[config.mk]
export PLATFORM = sky130hd
export DESIGN_NAME = dtc_xlate_check
export DESIGN_NICKNAME = d
export VERILOG_FILES = /design/src/rtl/dtc_pkg.sv /design/src/rtl/dtc_front.sv /design/src/rtl/dtc_vclass.sv /design/src/rtl/dtc_perm.sv /design/src/rtl/dtc_phys.sv /design/src/rtl/dtc_xlate_check.sv
export SDC_FILE = /design/constraint.sdc
export NUM_CORES = 1
export LEC_CHECK = 0
export ABC_AREA = 0
export BUFFER_PORTS_ARGS = -buffer_cell sky130_fd_sc_hd__buf_2
export CAP_MARGIN = 25
export CORE_MARGIN = 1.5
export CORE_UTILIZATION = 46
export CTS_CLUSTER_DIAMETER = 100
export DETAILED_ROUTE_END_ITERATION = 8
export PLACE_DENSITY = 0.91
export SKIP_CTS_REPAIR_TIMING = 1
export SLEW_MARGIN = 20
export SYNTH_ARGS = -nofsm -noshare
export SYNTH_HDL_FRONTEND = slang
export SYNTH_SLANG_ARGS = --single-unit
[constraint.sdc]
create_clock -name clk_i -period 0.8 [get_ports clk_i]
set_input_delay 0 -clock clk_i [delete_from_list [all_inputs] [get_ports clk_i]]
set_output_delay 0 -clock clk_i [all_outputs]
set_load 0.03 [all_outputs]
[src/rtl/dtc_pkg.sv]
package dtc_pkg;

   typedef enum logic [2:0] {
      FLT_NONE  = 3'd0,
      FLT_ALIGN = 3'd1,
      FLT_ACV   = 3'd2,
      FLT_PAGE  = 3'd3,
      FLT_PMISS = 3'd4,
      FLT_NMISS = 3'd5,
      FLT_MCHK  = 3'd6,
      FLT_UNIMP = 3'd7
   } fault_e;

   typedef enum logic [1:0] {
      MD_KERN = 2'd0,
      MD_EXEC = 2'd1,
      MD_SUPV = 2'd2,
      MD_USER = 2'd3
   } mode_e;

   localparam int ST_W    = 6;
   localparam int ST_WR   = 0;
   localparam int ST_ACV  = 1;
   localparam int ST_BAD  = 2;
   localparam int ST_MISS = 3;
   localparam int ST_FONR = 4;
   localparam int ST_FONW = 5;

endpackage

[src/rtl/dtc_front.sv]
// Alignment test and effective-mode selection.
module dtc_front #(
   parameter int VA_W   = 64,
   parameter int SIZE_W = 2,
   parameter int MODE_W = 2
) (
   input  logic [VA_W-1:0]   va_i,
   input  logic [SIZE_W-1:0] size_i,
   input  logic              priv_i,
   input  logic              alt_i,
   input  logic [MODE_W-1:0] cur_mode_i,
   input  logic [MODE_W-1:0] alt_mode_i,
   output logic              misalign_o,
   output logic [MODE_W-1:0] eff_mode_o
);
   localparam logic [VA_W-1:0] ONE = VA_W'(1);

   logic [VA_W-1:0] low_mask;

   always_comb begin
      low_mask   = (ONE << size_i) - ONE;
      misalign_o = |(va_i & low_mask);
      if (priv_i)
         eff_mode_o = alt_i ? alt_mode_i : MODE_W'(dtc_pkg::MD_KERN);
      else
         eff_mode_o = cur_mode_i;
   end
endmodule

[src/rtl/dtc_vclass.sv]
// Classifies the upper virtual address bits: legal form and window hit.
module dtc_vclass #(
   parameter int          VA_W     = 64,
   parameter int          SIGN_BIT = 42,
   parameter int          SP_HI    = 47,
   parameter int          SP_LO    = 41,
   parameter logic [SP_HI-SP_LO:0] SP_TAG = '1
) (
   input  logic [VA_W-1:SP_LO] va_hi_i,
   output logic                va_ok_o,
   output logic                window_o
);
   localparam int EXT_W = VA_W - SIGN_BIT - 1;

   assign va_ok_o  = (va_hi_i[VA_W-1:SIGN_BIT+1] == {EXT_W{va_hi_i[SIGN_BIT]}});
   assign window_o = (va_hi_i[SP_HI:SP_LO] == SP_TAG);
endmodule

[src/rtl/dtc_perm.sv]
// Hit-path address formation and per-mode permission decode.
module dtc_perm #(
   parameter int FULL_W     = 64,
   parameter int PPN_W      = 32,
   parameter int PAGE_SHIFT = 13,
   parameter int MODE_W     = 2,
   parameter int NMODE      = 4
) (
   input  logic [PPN_W-1:0]      ppn_i,
   input  logic [PAGE_SHIFT-1:0] offs_i,
   input  logic [MODE_W-1:0]     mode_i,
   input  logic                  write_i,
   input  logic [NMODE-1:0]      rd_en_i,
   input  logic [NMODE-1:0]      wr_en_i,
   input  logic                  fonr_i,
   input  logic                  fonw_i,
   output logic [FULL_W-1:0]     pa_o,
   output logic                  deny_o,
   output logic                  trap_o
);
   logic [NMODE-1:0] mode_oh;

   for (genvar g = 0; g < NMODE; g++) begin : g_dec
      assign mode_oh[g] = (mode_i == MODE_W'(g));
   end

   logic [NMODE-1:0] en_sel;
   assign en_sel = write_i ? wr_en_i : rd_en_i;
   assign deny_o = ~|(en_sel & mode_oh);
   assign trap_o = write_i ? fonw_i : fonr_i;
   assign pa_o   = (FULL_W'(ppn_i) << PAGE_SHIFT) + FULL_W'(offs_i);
endmodule

[src/rtl/dtc_phys.sv]
// Physical width check and uncached / internal-register region handling.
module dtc_phys #(
   parameter int FULL_W  = 64,
   parameter int PA_W    = 44,
   parameter int UNC_BIT = 43,
   parameter int CLR_HI  = 42,
   parameter int CLR_LO  = 35
) (
   input  logic [FULL_W-1:0] pa_i,
   output logic              mchk_o,
   output logic              ireg_o,
   output logic              unc_o,
   output logic [PA_W-1:0]   pa_o
);
   localparam int CLR_N = CLR_HI - CLR_LO + 1;
   localparam logic [PA_W-1:0] CLR_MASK =
      PA_W'(((64'd1 << CLR_N) - 64'd1) << CLR_LO);

   logic [PA_W-1:0] pa_low;
   logic            unc_bit;

   assign pa_low  = pa_i[PA_W-1:0];
   assign unc_bit = pa_low[UNC_BIT];
   assign mchk_o  = |pa_i[FULL_W-1:PA_W];
   assign ireg_o  = unc_bit & (&pa_low[CLR_HI:CLR_LO]);
   assign unc_o   = unc_bit & ~ireg_o;
   assign pa_o    = unc_bit ? (pa_low & ~CLR_MASK) : pa_low;
endmodule

[src/rtl/dtc_xlate_check.sv]
// Data-side translation checker: priority chain plus one output register.
module dtc_xlate_check #(
   parameter int VA_W       = 64,
   parameter int PA_W       = 44,
   parameter int PPN_W      = 32,
   parameter int PAGE_SHIFT = 13,
   parameter int SIZE_W     = 2,
   parameter int SIGN_BIT   = 42,
   parameter int SP_HI      = 47,
   parameter int SP_LO      = 41,
   parameter logic [SP_HI-SP_LO:0] SP_TAG = 7'h7e,
   parameter bit SP_SEXT    = 1'b1,
   parameter int SEXT_BIT   = 40,
   parameter int UNC_BIT    = 43,
   parameter int CLR_HI     = 42,
   parameter int CLR_LO     = 35
) (
   input  logic              clk_i,
   input  logic              rst_ni,
   input  logic [VA_W-1:0]   va_i,
   input  logic [SIZE_W-1:0] size_i,
   input  logic              write_i,
   input  logic              phys_i,
   input  logic              alt_i,
   input  logic              pte_i,
   input  logic              priv_i,
   input  logic [1:0]        cur_mode_i,
   input  logic [1:0]        alt_mode_i,
   input  logic              hit_i,
   input  logic [PPN_W-1:0]  ppn_i,
   input  logic [3:0]        rd_en_i,
   input  logic [3:0]        wr_en_i,
   input  logic              fonr_i,
   input  logic              fonw_i,
   output logic [PA_W-1:0]   pa_o,
   output logic              uncached_o,
   output logic [2:0]        fault_o,
   output logic [5:0]        status_o
);
   import dtc_pkg::*;

   localparam int MODE_W = 2;
   localparam int NMODE  = 1 << MODE_W;

   // elaboration-time parameter checks
   if (PA_W > VA_W) begin : g_chk_pa
      $error("PA_W must not exceed VA_W");
   end
   if (PPN_W + PAGE_SHIFT > VA_W) begin : g_chk_ppn
      $error("frame number plus page shift exceeds VA_W");
   end
   if (SP_LO > SIGN_BIT || SP_HI >= VA_W) begin : g_chk_win
      $error("window field must cover the sign bit and fit in VA_W");
   end
   if (UNC_BIT >= PA_W || CLR_HI >= UNC_BIT || CLR_LO > CLR_HI) begin : g_chk_unc
      $error("uncached bit and clear field must nest inside PA_W");
   end
   if (SEXT_BIT >= PA_W) begin : g_chk_sext
      $error("SEXT_BIT must lie inside PA_W");
   end

   // stage front
   logic              misalign;
   logic [MODE_W-1:0] eff_mode;

   dtc_front #(.VA_W(VA_W), .SIZE_W(SIZE_W), .MODE_W(MODE_W)) u_front (
      .va_i       (va_i),
      .size_i     (size_i),
      .priv_i     (priv_i),
      .alt_i      (alt_i),
      .cur_mode_i (cur_mode_i),
      .alt_mode_i (alt_mode_i),
      .misalign_o (misalign),
      .eff_mode_o (eff_mode)
   );

   logic va_ok, in_window;

   dtc_vclass #(
      .VA_W(VA_W), .SIGN_BIT(SIGN_BIT), .SP_HI(SP_HI), .SP_LO(SP_LO), .SP_TAG(SP_TAG)
   ) u_vclass (
      .va_hi_i  (va_i[VA_W-1:SP_LO]),
      .va_ok_o  (va_ok),
      .window_o (in_window)
   );

   logic [VA_W-1:0] tlb_pa;
   logic            deny, trap;

   dtc_perm #(
      .FULL_W(VA_W), .PPN_W(PPN_W), .PAGE_SHIFT(PAGE_SHIFT),
      .MODE_W(MODE_W), .NMODE(NMODE)
   ) u_perm (
      .ppn_i   (ppn_i),
      .offs_i  (va_i[PAGE_SHIFT-1:0]),
      .mode_i  (eff_mode),
      .write_i (write_i),
      .rd_en_i (rd_en_i),
      .wr_en_i (wr_en_i),
      .fonr_i  (fonr_i),
      .fonw_i  (fonw_i),
      .pa_o    (tlb_pa),
      .deny_o  (deny),
      .trap_o  (trap)
   );

   // direct-mapped window address, variant picked by SP_SEXT
   logic [PA_W-1:0] win_pa;
   localparam logic [PA_W-1:0] LO_MASK = PA_W'((64'd1 << SEXT_BIT) - 64'd1);

   if (SP_SEXT) begin : g_sext
      always_comb begin
         if (va_i[SEXT_BIT]) win_pa = va_i[PA_W-1:0] | ~LO_MASK;
         else                win_pa = va_i[PA_W-1:0] & LO_MASK;
      end
   end else begin : g_plain
      assign win_pa = va_i[PA_W-1:0];
   end

   // physical address selection and back-end checks
   logic [VA_W-1:0] pa_full;
   logic            mchk, ireg, unc;
   logic [PA_W-1:0] pa_fix;

   always_comb begin
      if (phys_i)         pa_full = va_i;
      else if (in_window) pa_full = VA_W'(win_pa);
      else                pa_full = tlb_pa;
   end

   dtc_phys #(
      .FULL_W(VA_W), .PA_W(PA_W), .UNC_BIT(UNC_BIT), .CLR_HI(CLR_HI), .CLR_LO(CLR_LO)
   ) u_phys (
      .pa_i   (pa_full),
      .mchk_o (mchk),
      .ireg_o (ireg),
      .unc_o  (unc),
      .pa_o   (pa_fix)
   );

   // priority chain
   fault_e          flt_n;
   logic [ST_W-1:0] st_n;
   logic            xlate;

   assign xlate = ~phys_i;

   always_comb begin
      flt_n = FLT_NONE;
      st_n  = '0;
      if (misalign) begin
         flt_n        = FLT_ALIGN;
         st_n[ST_WR]  = write_i;
      end else if (xlate && !va_ok) begin
         flt_n        = FLT_PAGE;
         st_n[ST_WR]  = write_i;
         st_n[ST_BAD] = 1'b1;
         st_n[ST_ACV] = 1'b1;
      end else if (xlate && in_window) begin
         if (cur_mode_i != MODE_W'(MD_KERN)) begin
            flt_n        = FLT_ACV;
            st_n[ST_WR]  = write_i;
            st_n[ST_ACV] = 1'b1;
         end
      end else if (xlate && !hit_i) begin
         flt_n         = pte_i ? FLT_PMISS : FLT_NMISS;
         st_n[ST_WR]   = write_i;
         st_n[ST_MISS] = 1'b1;
      end else if (xlate && deny) begin
         flt_n         = write_i ? FLT_PAGE : FLT_ACV;
         st_n[ST_WR]   = write_i;
         st_n[ST_ACV]  = 1'b1;
         st_n[ST_FONW] = write_i & fonw_i;
         st_n[ST_FONR] = ~write_i & fonr_i;
      end else if (xlate && trap) begin
         flt_n         = FLT_PAGE;
         st_n[ST_WR]   = write_i;
         st_n[ST_FONW] = write_i;
         st_n[ST_FONR] = ~write_i;
      end
      if (flt_n == FLT_NONE) begin
         if (mchk)      flt_n = FLT_MCHK;
         else if (ireg) flt_n = FLT_UNIMP;
      end
   end

   always_ff @(posedge clk_i or negedge rst_ni) begin
      if (!rst_ni) begin
         pa_o       <= '0;
         uncached_o <= 1'b0;
         fault_o    <= FLT_NONE;
         status_o   <= '0;
      end else begin
         fault_o  <= flt_n;
         status_o <= st_n;
         if (flt_n == FLT_NONE) begin
            pa_o       <= pa_fix;
            uncached_o <= unc;
         end else begin
            pa_o       <= '0;
            uncached_o <= 1'b0;
         end
      end
   end
endmodule

==> results.py <==
metrics = {
    "sta": {
        "setup_violations": 108,
        "hold_viol_final": 1,
        "finalMaxSlewViolations": 0,
        "worst_slack_ns": -1.53,
        "finalCriticalPeriod_ns": 2.33,
        "clock.fmax_ghz": 0.430,
        "slew_headroom": 0.606,
        "tightest_slew_ns": 0.586,
        "finalCritPeriodShare": 2.91,
        "holdWs_ns": -0.00259,
        "rsz0062_at_grt": "yes",
    },
    "finish": {
        "regArea_sq_um": 1350,
        "layout_commonest_cell": "buf_2",
        "multiInputGateArea_sq_um": 1560,
        "final_cell_mix": "117 x buf_2, 61 x buf_6, 54 x dfrtp_1, 46 x buf_4, 24 x dlygate4sd3_1",
        "design_area_sq_um": 5210,
        "final_util": 0.885,
        "fillCellCount": 250,
        "syn_to_final_growth_pct": 87.1,
        "nets": 644,
        "diodes": 0,
        "drive_gt1_frac": 0.568,
    },
    "setup_path": {
        "path_class": "in -> reg",
        "cpPeakStageDelay_ns": 0.57,
        "startpoint_type": "input port",
        "crit_arrival_ns": 2.52,
        "crit_path_top_delay_cell": "or4_4",
        "endpoint_kind": "flip-flop",
        "crit_chain": "buf_2 > nor4_1 > buf_4 > and4_1 > a311o_2 > o2111ai_4 > or4_4 > clkbuf_16 > o21bai_1",
        "cp_top_family": "simple AND/OR/NAND/NOR gates",
        "crit_buf_inv": 3,
        "required_ns": 1.00,
        "crit_start": "va_i[28]",
        "worstPathMaxFanout": 20,
    },
    "logic_synthesis": {
        "synth.top_cell.area_share": 0.485,
        "synthArstFlopShare": 1.00,
        "yosys_warnings": 0,
        "ys_ff_latch": 54,
        "synth_nets": 397,
        "syn_area_per_cell_sq_um": 10.1,
        "synth_edf_count": 0,
        "ys_seq_area_frac": 0.485,
        "synthTopCellsByArea": "dfrtp_1 49%, mux2i_1 7.9%, nor3_1 7.4%",
        "ys.flop_type": "dfrtp_1",
        "synthesis.area_sq_um": 2780,
        "syn_inst": 275,
        "yosysUniqueCellTypes": 53,
        "yosysTopAreaCell": "dfrtp_1",
    },
    "min_path": {
        "hold_class": "in -> reg",
        "hp-start": "fonr_i",
    },
    "clocking": {
        "htreeDepth": 2,
        "clockBufferDepth": 2,
        "cts-buffers-inserted": 5,
        "cts_tree": "yes",
        "clockRootBuffer": "clkbuf_8",
        "clock_sinks": 54,
        "clk_pin_slew_ns": 0.09,
    },
    "floorplanning": {
        "core_sq_um": 5890,
        "dieWidth_um": 80.8,
        "io-pin-count": 174,
        "die-area_sq_um": 6530,
        "die_h_um": 80.8,
        "num_rows": 28,
        "start_util": 0.473,
    },
    "detailed_routing": {
        "firstDrtPassIters": 4,
        "wl_per_cell_um": 21.3,
        "drt_iter0_markers": 207,
        "dr_total_vias": 3540,
        "avgViaCountPerCell": 5.92,
        "drcViolationCount": 0,
        "wl_mm": 12.8,
        "ant_nets": 0,
    },
    "placement": {
        "portBuffers": 173,
        "routabilityCongestion": 0.880,
        "placed_cell_area_sq_um": 4140,
        "hpwlAfterDp_mm": 7.16,
    },
    "outcome": {
        "violations": "hold timing, setup timing",
        "status": "finished with violations",
    },
    "global_routing": {
        "grt_pass1_wl_mm": 13.4,
        "grt_max_degree": 41,
        "antenna_found_initial": 0,
        "grt_pass1_vias": 3016,
        "overflow": 0,
        "grt_usage": 0.268,
    },
    "power_and_ir_drop": {
        "vdd_drop_max_v": 0.000847,
        "powerDensity_nw_per_um2": 1300,
        "total_leakage_power_nw": 2.62,
    },
    "flow_run": {
        "cap_viol_max_count": 0,
    },
}
routing by layer:
layer | share of wire | GRT usage | routed length (um)
met1 | 0.35 | 0.291 | 4460
met4 | 0.049 | 0.0845 | 628
met3 | 0.086 | 0.0382 | 1100
met2 | 0.52 | 0.530 | 6580
met5 | 0 | 0 | 0
area by class of cell:
cell class / count / share of cell area
tap: 75 / 0.0180
multi-input combinational: 187 / 0.299
clock buffer: 6 / 0.0159
timing repair buffer: 254 / 0.382
inverter: 20 / 0.0144
sequential: 54 / 0.259
clock inverter: 2 / 0.0115
registers in the layout (all words and copies together), names as in the netlist:
signal and flops:
pa_o 44, status_o 6, uncached_o 1, fault_o 3
cells in the mapped netlist, drive strengths merged (2+ instances only):
master and instances:
a211oi 2, a21oi 13, a2bb2oi 2, a311o 2, and2 3, and4 3, buf 8, clkbuf 6
dfrtp 54, ha 2, inv 19, mux2 2, mux2i 22, mux4 2, nand2 19, nand4 9
nor2 14, nor2b 4, nor3 41, nor4 9, nor4b 2, o211ai 2, o22ai 2, o31a 2
o31ai 4, or2 2, or4 3
final timing paths:
| check | endpoint | slack, ns | depth (start not counted) |
|---|---|---|---|
| max in group asynchronous | status_o[0] | 0.38 | 3 |
| worst min-delay path | status_o[4] | -0.003 | 3 |
| worst max-delay path | fault_o[2] | -1.53 | 9 |
| min in group asynchronous | pa_o[43] | 0.20 | 3 |
logic make-up after synthesis:
group	count (synthesis)	synth area share
AOI/OAI and AO/OA	41	0.111
adders and majority gates	2	0.00899
buffers and inverters	34	0.0508
DFF	54	0.485
muxes	26	0.103
and+or+nand+nor	118	0.240
power by group:
part / switching, W / internal [W]
combinational: 0.000914 / 0.000830
clock: 0.000912 / 0.00134
sequential: 0.0000299 / 0.00277
total: 0.00186 / 0.00494
per-stage QoR:
| stage | std cells | TNS (ns) | worst slack [ns] | power (W) | hold WS [ns] |
|---|---|---|---|---|---|
| floorplan | 275 | -70.51 | -1.46 | 0.00342 | -0.296 |
| CTS | 569 | -67.96 | -1.36 | 0.00635 | -0.343 |
| finish | 598 | -74.00 | -1.53 | 0.00679 | -0.00259 |
| global placement | 561 | -78.61 | -1.59 | 0.00414 | -0.0218 |
| global route | 598 | -77.96 | -1.55 | 0.00701 | -0.00323 |
| detailed placement | 561 | -82.07 | -1.67 | 0.00419 | -0.0176 |
tightest hold or removal path, cell delays in order:
cell and delay [ns]:
buf_2 0.10, nand2_1 0.11, nor4_4 0.05
Note: power is estimated with default switching activity, not from simulation.
